File: src/rtl/i2c_tgt_pkg.sv
package i2c_tgt_pkg;
  localparam int ADDR_W = 7;
  localparam int BYTE_W = 8;

  typedef enum logic [3:0] {
    ST_IDLE,
    ST_ADDR,
    ST_AACK,
    ST_RX,
    ST_RXWT,
    ST_RACK,
    ST_TXLD,
    ST_TX,
    ST_TACK
  } tgt_state_e;

  typedef enum logic [1:0] {
    GC_OFF,
    GC_CMD,
    GC_VAL,
    GC_END
  } gc_phase_e;
endpackage

File: src/rtl/i2c_tgt_sync.sv
module i2c_tgt_sync #(
  parameter int SYNC_STAGES = 2
) (
  input  logic clk,
  input  logic rst_n,
  input  logic scl_i,
  input  logic sda_i,
  output logic scl_s,
  output logic sda_s,
  output logic scl_rise,
  output logic scl_fall,
  output logic start_det,
  output logic stop_det
);
  localparam int N_LINES = 2;

  logic [N_LINES-1:0] raw;
  logic [N_LINES-1:0] synced;
  logic [N_LINES-1:0] prev_q;
  logic               scl_p;
  logic               sda_p;

  assign raw = {scl_i, sda_i};

  for (genvar g = 0; g < N_LINES; g++) begin : g_line
    logic [SYNC_STAGES-1:0] ff_q;
    logic [SYNC_STAGES-1:0] ff_d;
    assign ff_d = {ff_q[SYNC_STAGES-2:0], raw[g]};
    always_ff @(posedge clk or negedge rst_n) begin
      if (!rst_n) ff_q <= '1;
      else        ff_q <= ff_d;
    end
    assign synced[g] = ff_q[SYNC_STAGES-1];
  end

  always_ff @(posedge clk or negedge rst_n) begin
    if (!rst_n) prev_q <= '1;
    else        prev_q <= synced;
  end

  assign scl_s = synced[1];
  assign sda_s = synced[0];
  assign scl_p = prev_q[1];
  assign sda_p = prev_q[0];

  assign scl_rise  = scl_s & ~scl_p;
  assign scl_fall  = ~scl_s & scl_p;
  assign start_det = scl_s & scl_p & sda_p & ~sda_s;
  assign stop_det  = scl_s & scl_p & ~sda_p & sda_s;
endmodule

File: src/rtl/i2c_tgt_addr.sv
module i2c_tgt_addr
  import i2c_tgt_pkg::*;
#(
  parameter logic [ADDR_W-1:0] ADDR_FIXED = 7'h50,
  parameter int                CFG_W      = 3
) (
  input  logic              clk,
  input  logic              rst_n,
  input  logic [CFG_W-1:0]  cfg_pins,
  input  logic              cfg_soft,
  input  logic              cfg_wr,
  input  logic [CFG_W-1:0]  cfg_val,
  output logic [ADDR_W-1:0] own_addr
);
  localparam int FIX_W = ADDR_W - CFG_W;

  logic [CFG_W-1:0] soft_q;
  logic [CFG_W-1:0] soft_d;
  logic [CFG_W-1:0] low_bits;

  always_comb begin
    soft_d = soft_q;
    if (cfg_wr) soft_d = cfg_val;
  end

  always_ff @(posedge clk or negedge rst_n) begin
    if (!rst_n) soft_q <= '0;
    else        soft_q <= soft_d;
  end

  assign low_bits = cfg_soft ? soft_q : cfg_pins;
  assign own_addr = {ADDR_FIXED[ADDR_W-1 -: FIX_W], low_bits};

  // the soft bits move only on a command write
  a_r5_soft_hold: assert property (@(posedge clk) disable iff (!rst_n)
    !cfg_wr |=> $stable(soft_q));
endmodule

File: src/rtl/i2c_tgt_rxhold.sv
module i2c_tgt_rxhold
  import i2c_tgt_pkg::*;
(
  input  logic              clk,
  input  logic              rst_n,
  input  logic              load,
  input  logic [BYTE_W-1:0] din,
  input  logic              take,
  output logic              valid,
  output logic [BYTE_W-1:0] dout
);
  logic              valid_q, valid_d;
  logic [BYTE_W-1:0] data_q;

  always_comb begin
    valid_d = valid_q;
    if (take) valid_d = 1'b0;
    if (load) valid_d = 1'b1;
  end

  always_ff @(posedge clk or negedge rst_n) begin
    if (!rst_n) valid_q <= 1'b0;
    else        valid_q <= valid_d;
  end

  always_ff @(posedge clk or negedge rst_n) begin
    if (!rst_n)    data_q <= '0;
    else if (load) data_q <= din;
  end

  assign valid = valid_q;
  assign dout  = data_q;

  // a held byte is never overwritten
  a_r7_no_overwrite: assert property (@(posedge clk) disable iff (!rst_n)
    load |-> !valid_q);
endmodule

File: src/rtl/i2c_tgt_core.sv
module i2c_tgt_core
  import i2c_tgt_pkg::*;
#(
  parameter int                CFG_W      = 3,
  parameter logic [BYTE_W-1:0] GC_SET_CMD = 8'h04,
  parameter bit                STRETCH_EN = 1'b1
) (
  input  logic              clk,
  input  logic              rst_n,
  input  logic              scl_s,
  input  logic              sda_s,
  input  logic              scl_rise,
  input  logic              scl_fall,
  input  logic              start_det,
  input  logic              stop_det,
  input  logic [ADDR_W-1:0] own_addr,
  input  logic              rx_full,
  output logic              rx_load,
  output logic [BYTE_W-1:0] rx_byte,
  input  logic              tx_valid,
  input  logic [BYTE_W-1:0] tx_data,
  output logic              tx_req,
  output logic              cfg_wr,
  output logic [CFG_W-1:0]  cfg_val,
  output logic              sda_oe,
  output logic              scl_oe
);
  localparam logic [3:0] CNT_FULL = 4'd8;
  localparam logic [3:0] CNT_LAST = 4'd7;

  tgt_state_e        state_q, state_d;
  gc_phase_e         gc_q, gc_d;
  logic [3:0]        cnt_q, cnt_d;
  logic [BYTE_W-1:0] sh_q, sh_d;
  logic              rw_q, rw_d;
  logic              sda_oe_q, sda_oe_d;
  logic              scl_oe_q, scl_oe_d;
  logic              own_hit, gc_hit;

  assign own_hit = (sh_q[BYTE_W-1:1] == own_addr);
  assign gc_hit  = (sh_q == '0);

  always_comb begin
    state_d  = state_q;
    gc_d     = gc_q;
    cnt_d    = cnt_q;
    sh_d     = sh_q;
    rw_d     = rw_q;
    sda_oe_d = sda_oe_q;
    scl_oe_d = scl_oe_q;
    rx_load  = 1'b0;
    cfg_wr   = 1'b0;

    case (state_q)
      ST_ADDR: begin
        if (scl_rise) begin
          sh_d  = {sh_q[BYTE_W-2:0], sda_s};
          cnt_d = cnt_q + 4'd1;
        end else if (scl_fall && cnt_q == CNT_FULL) begin
          if (gc_hit) begin
            gc_d     = GC_CMD;
            rw_d     = 1'b0;
            sda_oe_d = 1'b1;
            state_d  = ST_AACK;
          end else if (own_hit) begin
            gc_d     = GC_OFF;
            rw_d     = sh_q[0];
            sda_oe_d = 1'b1;
            state_d  = ST_AACK;
          end else begin
            state_d  = ST_IDLE;
          end
        end
      end
      ST_AACK: begin
        if (scl_fall) begin
          sda_oe_d = 1'b0;
          cnt_d    = '0;
          state_d  = rw_q ? ST_TXLD : ST_RX;
        end
      end
      ST_RX: begin
        if (scl_rise) begin
          sh_d  = {sh_q[BYTE_W-2:0], sda_s};
          cnt_d = cnt_q + 4'd1;
        end else if (scl_fall && cnt_q == CNT_FULL) begin
          case (gc_q)
            GC_CMD: begin
              if (sh_q == GC_SET_CMD) begin
                gc_d     = GC_VAL;
                sda_oe_d = 1'b1;
                state_d  = ST_RACK;
              end else begin
                state_d  = ST_IDLE;
              end
            end
            GC_VAL: begin
              cfg_wr   = 1'b1;
              gc_d     = GC_END;
              sda_oe_d = 1'b1;
              state_d  = ST_RACK;
            end
            GC_END: state_d = ST_IDLE;
            default: begin
              if (!rx_full) begin
                rx_load  = 1'b1;
                sda_oe_d = 1'b1;
                state_d  = ST_RACK;
              end else if (STRETCH_EN) begin
                scl_oe_d = 1'b1;
                state_d  = ST_RXWT;
              end else begin
                state_d  = ST_IDLE;
              end
            end
          endcase
        end
      end
      ST_RXWT: begin
        if (!rx_full) begin
          rx_load  = 1'b1;
          sda_oe_d = 1'b1;
          scl_oe_d = 1'b0;
          state_d  = ST_RACK;
        end
      end
      ST_RACK: begin
        if (scl_fall) begin
          sda_oe_d = 1'b0;
          cnt_d    = '0;
          state_d  = ST_RX;
        end
      end
      ST_TXLD: begin
        if (tx_valid) begin
          sh_d     = tx_data;
          sda_oe_d = ~tx_data[BYTE_W-1];
          scl_oe_d = 1'b0;
          cnt_d    = '0;
          state_d  = ST_TX;
        end else if (STRETCH_EN) begin
          scl_oe_d = 1'b1;
        end else begin
          sh_d     = '1;
          sda_oe_d = 1'b0;
          cnt_d    = '0;
          state_d  = ST_TX;
        end
      end
      ST_TX: begin
        if (scl_fall) begin
          if (cnt_q == CNT_LAST) begin
            sda_oe_d = 1'b0;
            state_d  = ST_TACK;
          end else begin
            sh_d     = {sh_q[BYTE_W-2:0], 1'b1};
            sda_oe_d = ~sh_q[BYTE_W-2];
            cnt_d    = cnt_q + 4'd1;
          end
        end
      end
      ST_TACK: begin
        if (scl_rise && sda_s) state_d = ST_IDLE;
        else if (scl_fall)     state_d = ST_TXLD;
      end
      default: ;
    endcase

    if (stop_det) begin
      state_d  = ST_IDLE;
      gc_d     = GC_OFF;
      sda_oe_d = 1'b0;
      scl_oe_d = 1'b0;
    end else if (start_det) begin
      state_d  = ST_ADDR;
      gc_d     = GC_OFF;
      cnt_d    = '0;
      sda_oe_d = 1'b0;
      scl_oe_d = 1'b0;
    end
  end

  always_ff @(posedge clk or negedge rst_n) begin
    if (!rst_n) begin
      state_q  <= ST_IDLE;
      gc_q     <= GC_OFF;
      cnt_q    <= '0;
      sh_q     <= '0;
      rw_q     <= 1'b0;
      sda_oe_q <= 1'b0;
      scl_oe_q <= 1'b0;
    end else begin
      state_q  <= state_d;
      gc_q     <= gc_d;
      cnt_q    <= cnt_d;
      sh_q     <= sh_d;
      rw_q     <= rw_d;
      sda_oe_q <= sda_oe_d;
      scl_oe_q <= scl_oe_d;
    end
  end

  assign rx_byte = sh_q;
  assign cfg_val = sh_q[CFG_W-1:0];
  assign tx_req  = (state_q == ST_TXLD);
  assign sda_oe  = sda_oe_q;
  assign scl_oe  = scl_oe_q;

  // SDA is only pulled low while SCL is low
  a_r9_sda_moves_low: assert property (@(posedge clk) disable iff (!rst_n)
    $rose(sda_oe_q) |-> !scl_s);

  // space in the holding register ends the stretch with an ACK
  a_r8_release_on_space: assert property (@(posedge clk) disable iff (!rst_n)
    (state_q == ST_RXWT && !rx_full && !start_det && !stop_det) |=> (!scl_oe_q && sda_oe_q));

  // an offered transmit byte ends the stretch
  a_r11_tx_release: assert property (@(posedge clk) disable iff (!rst_n)
    (state_q == ST_TXLD && tx_valid && !start_det && !stop_det) |=> (!scl_oe_q && !tx_req));

  // a master NACK ends the read
  a_r10_nack_ends: assert property (@(posedge clk) disable iff (!rst_n)
    (state_q == ST_TACK && scl_rise && sda_s && !start_det && !stop_det) |=> (!tx_req && !sda_oe_q));

  // a START always restarts address reception with the lines released
  a_r12_start_restarts: assert property (@(posedge clk) disable iff (!rst_n)
    start_det |=> (state_q == ST_ADDR && cnt_q == '0 && !sda_oe_q && !scl_oe_q));

  // an idle target leaves both lines alone
  a_r2_idle_quiet: assert property (@(posedge clk) disable iff (!rst_n)
    (state_q == ST_IDLE) |-> (!sda_oe_q && !scl_oe_q));
endmodule

File: src/rtl/i2c_target.sv
module i2c_target
  import i2c_tgt_pkg::*;
#(
  parameter logic [ADDR_W-1:0] ADDR_FIXED  = 7'h50,
  parameter int                CFG_W       = 3,
  parameter logic [BYTE_W-1:0] GC_SET_CMD  = 8'h04,
  parameter bit                STRETCH_EN  = 1'b1,
  parameter int                SYNC_STAGES = 2
) (
  input  logic              clk,
  input  logic              rst_n,
  input  logic              scl_i,
  input  logic              sda_i,
  output logic              scl_oe,
  output logic              sda_oe,
  input  logic [CFG_W-1:0]  cfg_pins,
  input  logic              cfg_soft,
  output logic [BYTE_W-1:0] rx_data,
  output logic              rx_valid,
  input  logic              rx_take,
  input  logic [BYTE_W-1:0] tx_data,
  input  logic              tx_valid,
  output logic              tx_req
);
  logic [1:0]        rst_sync_q;
  logic              rst_int_n;
  logic              scl_s, sda_s, scl_rise, scl_fall, start_det, stop_det;
  logic [ADDR_W-1:0] own_addr;
  logic              rx_load;
  logic [BYTE_W-1:0] rx_byte;
  logic              cfg_wr;
  logic [CFG_W-1:0]  cfg_val;

  always_ff @(posedge clk or negedge rst_n) begin
    if (!rst_n) rst_sync_q <= '0;
    else        rst_sync_q <= {rst_sync_q[0], 1'b1};
  end
  assign rst_int_n = rst_sync_q[1];

  i2c_tgt_sync #(.SYNC_STAGES(SYNC_STAGES)) u_sync (
    .clk(clk), .rst_n(rst_int_n), .scl_i(scl_i), .sda_i(sda_i),
    .scl_s(scl_s), .sda_s(sda_s), .scl_rise(scl_rise), .scl_fall(scl_fall),
    .start_det(start_det), .stop_det(stop_det)
  );

  i2c_tgt_addr #(.ADDR_FIXED(ADDR_FIXED), .CFG_W(CFG_W)) u_addr (
    .clk(clk), .rst_n(rst_int_n), .cfg_pins(cfg_pins), .cfg_soft(cfg_soft),
    .cfg_wr(cfg_wr), .cfg_val(cfg_val), .own_addr(own_addr)
  );

  i2c_tgt_rxhold u_rxhold (
    .clk(clk), .rst_n(rst_int_n), .load(rx_load), .din(rx_byte),
    .take(rx_take), .valid(rx_valid), .dout(rx_data)
  );

  i2c_tgt_core #(.CFG_W(CFG_W), .GC_SET_CMD(GC_SET_CMD), .STRETCH_EN(STRETCH_EN)) u_core (
    .clk(clk), .rst_n(rst_int_n), .scl_s(scl_s), .sda_s(sda_s),
    .scl_rise(scl_rise), .scl_fall(scl_fall), .start_det(start_det), .stop_det(stop_det),
    .own_addr(own_addr), .rx_full(rx_valid), .rx_load(rx_load), .rx_byte(rx_byte),
    .tx_valid(tx_valid), .tx_data(tx_data), .tx_req(tx_req),
    .cfg_wr(cfg_wr), .cfg_val(cfg_val), .sda_oe(sda_oe), .scl_oe(scl_oe)
  );
endmodule

File: config.mk
export PLATFORM = sky130hd
export DESIGN_NAME = i2c_target
export DESIGN_NICKNAME = d
export VERILOG_FILES = /design/src/rtl/i2c_tgt_pkg.sv /design/src/rtl/i2c_tgt_sync.sv /design/src/rtl/i2c_tgt_addr.sv /design/src/rtl/i2c_tgt_rxhold.sv /design/src/rtl/i2c_tgt_core.sv /design/src/rtl/i2c_target.sv
export SDC_FILE = /design/constraint.sdc
export NUM_CORES = 1
export LEC_CHECK = 0
export BUFFER_PORTS_ARGS = -buffer_cell sky130_fd_sc_hd__buf_2
export CAP_MARGIN = 30
export CORE_MARGIN = 2
export CORE_UTILIZATION = 60
export CTS_CLUSTER_DIAMETER = 40
export CTS_CLUSTER_SIZE = 30
export DETAILED_ROUTE_END_ITERATION = 10
export HOLD_SLACK_MARGIN = 0.03
export PLACE_DENSITY = 0.82
export SETUP_SLACK_MARGIN = 0.2
export SLEW_MARGIN = 20
export SYNTH_ARGS = -nofsm -noshare
export SYNTH_HDL_FRONTEND = slang
export SYNTH_SLANG_ARGS = --single-unit
File: constraint.sdc
create_clock -name clk -period 2.4 [get_ports clk]
set_input_delay 0.24 -clock clk [delete_from_list [all_inputs] [get_ports clk]]
set_output_delay 0.24 -clock clk [all_outputs]
set_load 0.02 [all_outputs]
Word level (Yosys, flattened, before mapping)
Index checks and enable logic that the tools add are counted.

word-level totals
  flip-flop bits (word level) = 41
  word-level logic and storage cells = 169
  output and inout bits = 12
  bits of input ports = 18

cells by class
  bitwise logic cells = 14
  muxes and demuxes = 84
  add/subtract/negate cells = 1
  reduce and logical (&&, ||, !) cells = 19
  eq/ne operators = 37

operator list
  cell                                                    count
  two-way mux 4 bit                                       22
  two-way mux 1 bit                                       35
  two-way mux 8 bit                                       4
  case mux 4 bit (8 select lines)                         1
  inequality test 4 x 3 -> 1 bit (second input constant)  7
  case mux 8 bit (3 select lines)                         1
  equality test 4 x 3 -> 1 bit (second input constant)    5
  two-way mux 2 bit                                       10
  inequality test 4 bit (second input constant)           5
  case mux 4 bit (4 select lines)                         1
  inequality test 5 x 3 -> 1 bit (second input constant)  3
  case mux 4 bit (3 select lines)                         1
  AND reduction 12 bit                                    1
  AND reduction 11 bit                                    1
  nonzero test 10 bit                                     1
  two-way mux 3 bit                                       3
  equality test 4 x 2 -> 1 bit (second input constant)    2
  equality test 4 bit (second input constant)             2
  equality test 8 x 3 -> 1 bit (second input constant)    1
  zero test 8 bit                                         1
  case mux 2 bit (2 select lines)                         2
  AND reduction 8 bit                                     1
  nonzero test 8 bit                                      1
  AND 1 bit                                               7
  24 further kinds                                        37

Longest topological paths before layout
Gate-level depths: netlist of run 1.

  depth in word-level cells = 9
  gate-level depth with buffers = 9
  gate-level depth less buffers = 8

Modules after synthesis
Synthesis of run 1 repeated with hierarchy kept, for this count alone.

unflattened totals
  cell total of the unflattened synthesis = 268
  area total of the unflattened synthesis = 2,593.7 sq um

by module, submodules not included
  module          area each (sq um)  seq. area each (sq um)  instances  cells an instance
  i2c_tgt_core    1,800.5            525.5                   1          220
  i2c_tgt_rxhold  369.1              225.2                   1          20
  i2c_tgt_sync    190.2              157.7                   1          10
  i2c_tgt_addr    180.2              75.1                    1          15
  i2c_target      53.8               50.0                    1          3

Least setup slack after synthesis of run 1
No wires, ideal clock.

  kind = register to register
  start = register u_sync.prev_q[1]
  end = register u_core.sda_oe_q (netlist: u_core.sda_oe)
  path slack = 394 ps
  required time = 2,263 ps
  data arrival time = 1,869 ps
  buffers on the path = 0
  stages on the path, launching flop included = 7
  clock period less this slack = 2,006 ps
  setup time = 137 ps
  cells stage by stage = dfstp_2 -> nor2b_1 -> a211oi_1 -> or2_1 -> o32a_1 -> o41ai_1 -> o31ai_1

on the way
  word-level cells in the longest chain between the ends = 5
  elaborated cells between the ends (all ways) = 23
  those cells by class = eq/ne: 10; mux: 2; bitwise: 8; reduce/logical: 3

ends and longest elaborated chain
  what                                                                        line                                    RTL
  from (decl)                                                                 i2c_tgt_sync.sv:19                      logic [N_LINES-1:0] prev_q;
  from (signal assigned)                                                      i2c_tgt_sync.sv:38                      else prev_q <= synced;
  AND 1 bit                                                                   i2c_tgt_sync.sv:48, i2c_tgt_sync.sv:49
  AND 1 bit (on tied branches) (2 in series)                                  i2c_tgt_sync.sv:48, i2c_tgt_sync.sv:49
  inequality test 5 x 4 -> 1 bit (no source line) (tied with other cells)     n/a
  AND reduction 11 bit (no source line) or two-way mux 1 bit (tied branches)  n/a
  to (signal assigned)                                                        i2c_tgt_core.sv:198                     sda_oe_q <= sda_oe_d;
  to (decl)                                                                   i2c_tgt_core.sv:36                      logic sda_oe_q, sda_oe_d;

Parallel ways exist; a longest one is shown, timed or not.
A chain may end at the register's enable or synchronous reset.

Worst setup path after layout of run 1
  start = register u_core.sh_q[6] (netlist: u_core.rx_byte[6])
  end = register u_core.gc_q[0]

on the way
  word-level cells in the longest chain between the ends = 7
  elaborated cells between the ends (all ways) = 12
  those cells by class = eq/ne: 4; mux: 6; reduce/logical: 2

ends and longest elaborated chain
  what                             line                 RTL
  from (decl)                      i2c_tgt_core.sv:34   logic [BYTE_W-1:0] sh_q, sh_d;
  from (signal assigned)           i2c_tgt_core.sv:188  sh_q <= '0;
  from (signal assigned)           i2c_tgt_core.sv:196  sh_q <= sh_d;
  zero test 8 bit                  i2c_tgt_core.sv:41   assign gc_hit = (sh_q == '0);
  two-way mux 2 bit                i2c_tgt_core.sv:60   if (gc_hit) begin
  two-way mux 2 bit                i2c_tgt_core.sv:59   end else if (scl_fall && cnt_q == CNT_FULL) begin
  two-way mux 2 bit                i2c_tgt_core.sv:56   if (scl_rise) begin
  case mux 2 bit (2 select lines)  i2c_tgt_core.sv:54   case (state_q)
  two-way mux 2 bit                i2c_tgt_core.sv:174  end else if (start_det) begin
  two-way mux 2 bit                i2c_tgt_core.sv:169  if (stop_det) begin
  to (signal assigned)             i2c_tgt_core.sv:194  gc_q <= gc_d;
  to (decl)                        i2c_tgt_core.sv:32   gc_phase_e gc_q, gc_d;

Parallel ways exist; a longest one is shown, timed or not. The select of a mux whose other input is x is not followed.

==> impl_metrics.json, run 1 <==
{
  "initialDrtViolationCount": 283,
  "post-route-period-util_pct": 89.28,
  "cts.sink_count": 41,
  "finalClockSkew_ns": 0.006258,
  "ant_nets": 0,
  "outcome": "finished, final reports clean",
  "synth_flop_cell": "dfrtp_1",
  "dp.final_hpwl_um": 4690,
  "min-delay-path-class": "primary input to flop",
  "startpoint_type": "flop",
  "seq_area_sq_um": 1040,
  "rr_startpoint": "u_core.rx_byte[6]$_DFFE_PN0P_",
  "grt_start_max_net_pins": 21,
  "drt-vias-per-instance": 6.266,
  "clockBufferDepth": 2,
  "yosysWarnings": 0,
  "worst-endpoint-required_ns": 2.58,
  "totalNegativeSetupSlack_ns": 0,
  "clock_power_share_pct": 16.8,
  "detailed_place.area_sq_um": 2790,
  "netSwitchingFraction_pct": 41.69,
  "n_antenna_cell": 0,
  "maxClockFrequency_mhz": 466.7,
  "post-route-cell-area_sq_um": 2990,
  "wl_met3_um": 462,
  "critical_path.max_stage_delay_ns": 0.44,
  "worst_slew_margin_rel_pct": 47.52,
  "rows": 23,
  "timing.critical_path.max_delay_family": "compound AO/OA/AOI/OAI gates",
  "seqPwrFrac_pct": 34.4,
  "synth_enable_flop_cells": 0,
  "drive_gt1_share_pct": 31.37,
  "worstHoldStart": "sda_i",
  "track_usage_pct": 30.43,
  "buffers_and_inverters_on_the_worst_path": 0,
  "hold_viol_final": 0,
  "cts_tree": "yes",
  "floorplan.die.width_um": 68.24,
  "worstPathArrival_ns": 2.33,
  "number_of_storage_elements_in_the_synthesis_netlist": 41,
  "die_h_um": 68.24,
  "cell_chosen_for_the_clock_root": "clkbuf_8",
  "critical_path.cell_chain": "nor2_1 -> nand3_1 -> o41a_1 -> o21a_1 -> nor3_2 -> mux2_2",
  "int_power_mw": 1.941,
  "path_max_fanout": 5,
  "wirelength_met1_um": 2635,
  "global_route_wire_length_before_repair_um": 10360,
  "power.share.combinational_pct": 48.8,
  "postLayoutSetupSlackWorst_ns": 0.2572,
  "initial_antenna_violation_count": 0,
  "layout.nets": 346,
  "drt_first_pass_iters": 6,
  "synth_cell_type_count": 60,
  "top_signal_layer_used": "met4",
  "clk-insertion-delay-late_ns": 0.30,
  "grt_pass1_vias": 2159,
  "worstSetupPathType": "flop to flop",
  "final.min_clock_period_ns": 2.143,
  "drc_errors": 0,
  "rsz0062_at_grt": "true",
  "drt_total_wl_um": 6423,
  "numPortBuffers": 29,
  "post-route-util_pct": 74.76,
  "number_of_top_level_pins": 30,
  "syn2layout_area_growth_pct": 20.77,
  "pwr_density_cell_nw_per_um2": 1113,
  "route.detailed.wl_per_inst_um": 17.27,
  "netlist_area_before_placement_sq_um": 2476,
  "cts.clk_slew.worst_paths_ns": 0.08,
  "postSynthNetCount": 295,
  "filler_cell_count": 271,
  "p_switching_mw": 1.387,
  "slew_viol_final": 0,
  "gr-total-overflow": 0,
  "critical_path.endpoint_type": "flop",
  "slowest_stage": "dfrtp_1",
  "hold_ws_ns": 0.04717,
  "post-place-ws_ns": 0.1415,
  "ir_drop_v": 0.0007698,
  "cts_inserted_buffers": 5,
  "initial_utilization_pct": 61.90,
  "multi_input_area_sq_um": 1364,
  "vias": 2331,
  "max_h_tree_level": 2,
  "worstSetupStartpoint": "u_core.rx_byte[6]$_DFFE_PN0P_",
  "worst-slew-pin-transition_ns": 0.7872,
  "die_area_sq_um": 4657,
  "coreArea_sq_um": 4000,
  "synth_cells": 270,
  "max_cap_violations": 0,
  "post_synth.cell_area_avg_sq_um": 9.171,
  "setup-violations-final": 0,
  "finalWeightedCongestion": 0.9983,
  "synth.yosys.seq_area_share_pct": 41.74,
  "synth_async_sr_flop_share_pct": 100.0,
  "cellLeakagePower_nw": 1.353,
  "met2WireLength_um": 3179
}
==> path summary, 6_finish.rpt <==
path | depth (start not counted) | end | slack, ns
setup / recovery | 6 | u_core.gc_q[0]$_DFFE_PN0P_ | 0.26
hold / removal | 1 | u_sync.g_line[0].ff_q[0]$_DFF_PN1_ | 0.05
setup reg to reg | 6 | u_core.gc_q[0]$_DFFE_PN0P_ | 0.26
hold reg to reg | 0 | u_core.rx_byte[6]$_DFFE_PN0P_ | 0.32
max in group asynchronous | 1 | u_sync.g_line[1].ff_q[0]$_DFF_PN1_ | 1.32
min in group asynchronous | 2 | rst_sync_q[0]$_DFF_PN0_ | 0.25
==> timing repair <==
item,4_1_cts,5_1_grt
gates resized for setup,2,9
endpoints found under the setup margin,8,17
buffers inserted,0,5
pin swaps,0,3
hold buffers,2,0
endpoints found under the hold margin,3,0
==> power by group through the flow <==
stage | clock network, mW | registers, mW | logic (mW)
floorplan | 0 | 1.15 | 1.04
global placement | 0 | 1.17 | 1.46
detailed placement | 0 | 1.17 | 1.49
finish | 0.561 | 1.14 | 1.62
CTS | 0.576 | 1.17 | 1.51
global route | 0.603 | 1.18 | 1.79
==> sequential cells by signal, indices dropped and copies added (netlist names) <==
name,cells
u_core.rx_byte,8
u_rxhold.dout,8
u_core.cnt_q,4
u_core.state_q,4
u_sync.g_line.ff_q,4
u_addr.soft_q,3
rst_sync_q,2
u_core.gc_q,2
u_sync.prev_q,2
u_core.rw_q,1
u_core.scl_oe,1
u_core.sda_oe,1
u_rxhold.valid,1
==> Yosys cell counts (2+ instances only) <==
master / count / area share [%]
nor3b_1: 3 / 0.91
clkbuf_1: 5 / 0.76
nand2b_1: 5 / 1.3
or2_1: 2 / 0.51
o21a_1: 2 / 0.61
nor4_1: 4 / 1.0
inv_1: 9 / 1.4
mux2i_1: 4 / 1.6
nand4b_1: 2 / 0.71
nand3b_1: 2 / 0.61
dfrtp_1: 35 / 35
and3_1: 3 / 0.76
o2bb2ai_1: 3 / 1.1
buf_2: 7 / 1.4
a211oi_1: 4 / 1.2
o32a_1: 2 / 0.81
nand3_1: 5 / 1.0
xnor2_1: 4 / 1.4
o31ai_1: 3 / 0.91
nor2_1: 26 / 3.9
or3b_2: 3 / 1.1
dfstp_2: 6 / 6.4
buf_1: 2 / 0.30
mux2_2: 11 / 5.0
o221ai_1: 2 / 0.71
a311oi_1: 3 / 1.1
nor3_1: 7 / 1.4
nor2b_1: 2 / 0.51
o21ai_0: 12 / 2.4
a21o_1: 2 / 0.61
nand2_1: 29 / 4.4
nand4_1: 2 / 0.51
a21oi_1: 15 / 3.0
ha_1: 7 / 3.5
a31oi_1: 10 / 2.5
or3_1: 3 / 0.76
==> layer usage <==
metal,vias up,global-route usage (%)
met1,1106,39.68
met4,0,14.25
met3,17,5.921
li1,1091,-
met2,117,48.67
met5,-,0
==> placed cells by master (no fill, tap or decap), drive strengths merged, types with 4 or more instances in the layout <==
cell type	Yosys	final
nand2b	5	5
ha	7	7
nand3	5	5
nand2	29	29
clkbuf	6	7
a31oi	11	11
or3b	4	4
dfstp	6	6
buf	9	56
xnor2	4	4
nor2	26	26
a21oi	15	15
o21ai	12	12
nor3	8	8
nor4	4	4
a211oi	4	4
inv	9	9
mux2	11	11
dfrtp	35	35
mux2i	4	4
==> cells by family (layout without fill, tap and decap cells) <==
logic type | after synthesis | after routing | synth area share [%]
compound gates | 70 | 70 | 19.56
xor+xnor | 4 | 4 | 1.415
fa+ha+maj | 7 | 7 | 3.537
buf+inv | 25 | 77 | 4.194
flops | 41 | 41 | 41.74
mux | 15 | 15 | 6.620
other cells | 1 | 1 | 0.1514
simple gates | 107 | 107 | 22.79
==> worst register-to-register path: stages (launching register included) <==
cell and delay (ns):
dfrtp_1 0.44, nor2_1 0.24, nand3_1 0.11, o41a_1 0.40, o21a_1 0.24, nor3_2 0.23, mux2_2 0.36
==> through the flow <==
| step | instances | power, mW |
|---|---|---|
| global placement | 357 | 2.622 |
| floorplan | 270 | 2.187 |
| global route | 372 | 3.573 |
| finish | 372 | 3.328 |
| detailed placement | 357 | 2.663 |
| CTS | 367 | 3.251 |
==> cell type report <==
cell class                      count  area share [%]
Multi-Input combinational cell    204           45.61
Inverter                           10           1.255
Clock inverter                      2           1.297
Tap cell                           50           2.092
Sequential cell                    41           34.77
Timing Repair Buffer               59           12.55
Clock buffer                        6           2.427
(Power assumes the default switching activity.)
==> inputs of run 2 (changes only) <==
RECOVER_POWER = 50   (was unset)
==> impl_metrics.json, run 2 (synthesis results as in run 1) <==
{
  "outcome": "finished, final reports clean",
  "startpoint_type": "flop",
  "hold_ws_ns": 0.04690,
  "worstSetupPathType": "flop to flop",
  "detailed_place.area_sq_um": 2790,
  "critical_path.cell_chain": "nor2_1 -> nand3_1 -> o41a_1 -> o21a_1 -> nor3_2 -> mux2_2",
  "initial_utilization_pct": 61.90,
  "totalNegativeSetupSlack_ns": 0,
  "drc_errors": 0,
  "gr-total-overflow": 0,
  "buffers_and_inverters_on_the_worst_path": 0,
  "worstPathArrival_ns": 2.34,
  "drt-vias-per-instance": 6.347,
  "filler_cell_count": 281,
  "worst_slew_margin_rel_pct": 47.65,
  "route.detailed.wl_per_inst_um": 17.35,
  "drt_total_wl_um": 6456,
  "ant_nets": 0,
  "cts_inserted_buffers": 5,
  "maxClockFrequency_mhz": 464.7,
  "worst-slew-pin-transition_ns": 0.7852,
  "cts.sink_count": 41,
  "layout.nets": 346,
  "setup-violations-final": 0,
  "path_max_fanout": 5,
  "cts_tree": "yes",
  "post-place-ws_ns": 0.1415,
  "drt_first_pass_iters": 5,
  "commonest_non_fill_non_tap_cell_in_the_layout": "dfrtp_1",
  "hold_viol_final": 0,
  "drive_gt1_share_pct": 26.71,
  "n_antenna_cell": 0,
  "coreArea_sq_um": 4000,
  "p_total_mw": 3.308,
  "timing.critical_path.max_delay_family": "compound AO/OA/AOI/OAI gates",
  "grt_start_max_net_pins": 21,
  "track_usage_pct": 30.43,
  "critical_path.max_stage_delay_ns": 0.44,
  "number_of_top_level_pins": 30,
  "rsz0062_at_grt": "true",
  "rows": 23,
  "die_area_sq_um": 4657,
  "pwr_density_cell_nw_per_um2": 1113,
  "die_h_um": 68.24,
  "max_h_tree_level": 2,
  "min-delay-path-class": "primary input to flop",
  "finalWeightedCongestion": 0.9983,
  "ir_drop_v": 0.0007588,
  "floorplan.die.width_um": 68.24,
  "final.min_clock_period_ns": 2.152,
  "instances_no_fill": 372,
  "slowest_stage": "dfrtp_1",
  "initial_antenna_violation_count": 0,
  "slew_viol_final": 0,
  "grt_pass1_vias": 2159,
  "post-route-util_pct": 74.29,
  "numPortBuffers": 29,
  "vias": 2361,
  "cell_chosen_for_the_clock_root": "clkbuf_8",
  "cellLeakagePower_nw": 1.307,
  "clk-insertion-delay-late_ns": 0.30,
  "postLayoutSetupSlackWorst_ns": 0.2481,
  "max_cap_violations": 0,
  "layout.cells.most_common_list": "dfrtp_1, nand2_1, buf_4",
  "cts.clk_slew.worst_paths_ns": 0.08,
  "worst-endpoint-required_ns": 2.59,
  "global_route_wire_length_before_repair_um": 10360,
  "initialDrtViolationCount": 272,
  "clockBufferDepth": 2,
  "dp.final_hpwl_um": 4690,
  "post-route-cell-area_sq_um": 2972,
  "cell_total_after_placement": 357,
  "critical_path.endpoint_type": "flop",
  "syn2layout_area_growth_pct": 20.01,
  "setup.reg_to_reg.worst_slack_ns": 0.25,
  "finalClockSkew_ns": 0.005683,
  "post-route-period-util_pct": 89.66
}
run 2: cell types whose count changed in the layout (fill, tap and decap cells not counted), sizes merged:
cell,before,now
buf,56,43
clkbuf,7,20
run 2: worst register-to-register path: cells and delay by family (launching register included):
| family | cells | cell delay [ns] |
|---|---|---|
| mux | 1 | 0.36 |
| simple gates | 3 | 0.58 |
| compound gates | 2 | 0.64 |
| flops | 1 | 0.44 |
run 2: worst paths after layout:
path	to	cells past startpoint	startpoint
hold reg to reg	u_core.rx_byte[6]$_DFFE_PN0P_	0	rst_sync_q[1]$_DFF_PN0_
max in group asynchronous	u_core.state_q[1]$_DFFE_PN0P_	1	rst_sync_q[1]$_DFF_PN0_
hold / removal	u_sync.g_line[0].ff_q[0]$_DFF_PN1_	1	sda_i
setup / recovery	u_core.gc_q[1]$_DFFE_PN0P_	6	u_core.rx_byte[6]$_DFFE_PN0P_
min in group asynchronous	rst_sync_q[0]$_DFF_PN0_	2	rst_n
setup reg to reg	u_core.gc_q[1]$_DFFE_PN0P_	6	u_core.rx_byte[6]$_DFFE_PN0P_
run 2: power by group:
part | internal, mW | total [mW] | switching, mW
Clock | 0.312 | 0.563 | 0.250
Combinational | 0.706 | 1.60 | 0.896
Sequential | 0.898 | 1.14 | 0.245
run 2: final cells by class:
type	instances	area [sq um]	area share (%)
timing repair buffer	59	356.6	12.00
clock buffer	6	72.57	2.442
inverter	10	37.54	1.263
sequential	41	1040	34.99
multi-input combinational	204	1364	45.89
tap	50	62.56	2.105
clock inverter	2	38.79	1.305
run 2: per-layer routing:
layer  track usage (%)  share of wire (%)  vias to the layer above
li1                  -                  -                     1093
met1             39.68                 41                     1116
met2             48.67                 49                      127
met3             5.921                7.7                       25
met4             14.25                2.7                        0
met5                 0                  0                        -
run 2: timing repair:
action / in CTS / in global routing
resized for setup: 2 / 9
setup endpoints to repair: 8 / 17
buffers inserted: 0 / 5
pin swaps: 0 / 3
hold buffers: 2 / 0
endpoints found under the hold margin: 3 / 0
==> inputs of run 3 (changes only) <==
CORE_ASPECT_RATIO = 1.75   (was unset)
==> impl_metrics.json, run 3 (synthesis results as in run 1) <==
{
  "timing.critical_path.depth": 7,
  "rr_startpoint": "u_core.cnt_q[1]$_DFF_PN0_",
  "worstPathArrival_ns": 2.33,
  "commonest_non_fill_non_tap_cell_in_the_layout": "dfrtp_1",
  "setup.reg_to_reg.worst_slack_ns": 0.26,
  "initial_antenna_violation_count": 0,
  "cellLeakagePower_nw": 1.359,
  "worst-endpoint-required_ns": 2.58,
  "initial_utilization_pct": 63.43,
  "startpoint_type": "flop",
  "cts_tree": "yes",
  "drc_errors": 0,
  "worstHoldStart": "scl_i",
  "number_of_top_level_pins": 30,
  "global_route_wire_length_before_repair_um": 10780,
  "clk-insertion-delay-late_ns": 0.30,
  "post-route-period-util_pct": 89.29,
  "syn2layout_area_growth_pct": 22.23,
  "critical_path.reg2reg.endpoint": "u_core.gc_q[0]$_DFFE_PN0P_",
  "int_power_mw": 1.981,
  "drt_first_pass_iters": 5,
  "cell_chosen_for_the_clock_root": "clkbuf_8",
  "route.detailed.wl_per_inst_um": 18.40,
  "numPortBuffers": 29,
  "clockBufferDepth": 2,
  "cts.sink_count": 41,
  "ir_drop_v": 0.001104,
  "finalClockSkew_ns": 0.006184,
  "critical_path.max_stage_delay_ns": 0.45,
  "buffers_and_inverters_on_the_worst_path": 1,
  "dp.final_hpwl_um": 4952,
  "worstSetupPathType": "flop to flop",
  "final.min_clock_period_ns": 2.143,
  "drive_gt1_share_pct": 32.19,
  "netSwitchingFraction_pct": 42.27,
  "vias": 2316,
  "max_cap_violations": 0,
  "n_antenna_cell": 0,
  "slew_viol_final": 0,
  "drt-vias-per-instance": 6.293,
  "cts_inserted_buffers": 5,
  "track_usage_pct": 31.32,
  "p_switching_mw": 1.451,
  "rsz0062_at_grt": "true",
  "finalWeightedCongestion": 1.006,
  "cts.clk_slew.worst_paths_ns": 0.08,
  "coreArea_sq_um": 3904,
  "critical_path.endpoint_type": "flop",
  "grt_pass1_vias": 2321,
  "hold_viol_final": 0,
  "min-delay-path-class": "primary input to flop",
  "rows": 30,
  "outcome": "finished, final reports clean",
  "worstSetupStartpoint": "u_core.cnt_q[1]$_DFF_PN0_",
  "ant_nets": 0,
  "initialDrtViolationCount": 76,
  "timing.critical_path.max_delay_family": "simple AND/OR/NAND/NOR gates",
  "critical_path.cell_chain": "inv_1 -> ha_1 -> nand2_1 -> or3_4 -> o21a_1 -> nor3_2 -> mux2_2",
  "seqPwrFrac_pct": 33.2,
  "clock_power_share_pct": 16.4,
  "post-route-util_pct": 77.53,
  "floorplan.die.width_um": 52.56,
  "worst_slew_margin_rel_pct": 35.06,
  "path_max_fanout": 6,
  "maxClockFrequency_mhz": 466.7,
  "drt_total_wl_um": 6773,
  "worst_setup_path_endpoint": "u_core.gc_q[0]$_DFFE_PN0P_",
  "totalNegativeSetupSlack_ns": 0,
  "setup-violations-final": 0,
  "slowest_stage": "dfrtp_1",
  "die_area_sq_um": 4677,
  "gr-total-overflow": 0,
  "power.share.combinational_pct": 50.5,
  "layout.cells.most_common_list": "dfrtp_1, nand2_1, buf_2",
  "worst-r2r-cell-count": 7,
  "layout.nets": 344,
  "die_h_um": 88.98,
  "worst-slew-pin-transition_ns": 0.9741,
  "grt_start_max_net_pins": 40,
  "max_h_tree_level": 2,
  "pwr_density_cell_nw_per_um2": 1134
}
## run 3: stage by stage
stage	hold WS, ns	setup WS [ns]	power (mW)	instance area, sq um	std cells
after floorplan	-0.05559	0.3940	2.187	2476	270
after global placement	0.02538	0.1236	2.661	2785	353
after detailed placement	0.02610	0.1681	2.701	2785	353
after CTS	0.03165	0.1942	3.304	2920	362
after global routing	0.03293	0.1661	3.633	3027	368
final	0.04327	0.2572	3.432	3027	368
## run 3: worst min path at each step
stage / to / slack (ns) / cells after the start
finish: u_sync.g_line[1].ff_q[0]$_DFF_PN1_ / 0.04 / 1
global route: u_sync.g_line[1].ff_q[0]$_DFF_PN1_ / 0.03 / 1
CTS: u_sync.g_line[0].ff_q[0]$_DFF_PN1_ / 0.03 / 1
detailed placement: rst_sync_q[0]$_DFF_PN0_ / 0.03 / 1
global placement: rst_sync_q[1]$_DFF_PN0_ / 0.03 / 1
floorplan: rst_sync_q[0]$_DFF_PN0_ / -0.06 / 0
## run 3: final cells by class
cell class,count,area [sq um]
multi-input combinational,204,1411
fill,275,877.1
clock buffer,5,68.82
tap,48,60.06
timing repair buffer,57,365.4
sequential,41,1040
inverter,10,37.54
clock inverter,3,43.79
## run 3: power groups by stage
stage               registers [mW]  clock network (mW)  logic, mW
floorplan                     1.15                   0       1.04
global placement              1.12                   0       1.55
detailed placement            1.13                   0       1.57
CTS                           1.12               0.571       1.61
global route                  1.17               0.595       1.87
finish                        1.14               0.562       1.73
## run 3: routing by layer
metal | up-vias | global-route usage [%] | routed length [um] | part of all wire (%)
met2 | 79 | 59.66 | 3715 | 55
met5 | - | 0 | 0 | 0
li1 | 1087 | - | - | -
met1 | 1124 | 32.49 | 2428 | 36
met4 | 0 | 14.22 | 316 | 4.7
met3 | 26 | 4.515 | 312 | 4.6
## run 3: what timing repair did
action                                  4_1_cts  5_1_grt
endpoints found under the hold margin         2        1
pin swaps                                     0        4
setup buffers                                 0        5
hold buffers                                  1        1
resized for setup                             3       17
endpoints found under the setup margin        4       17
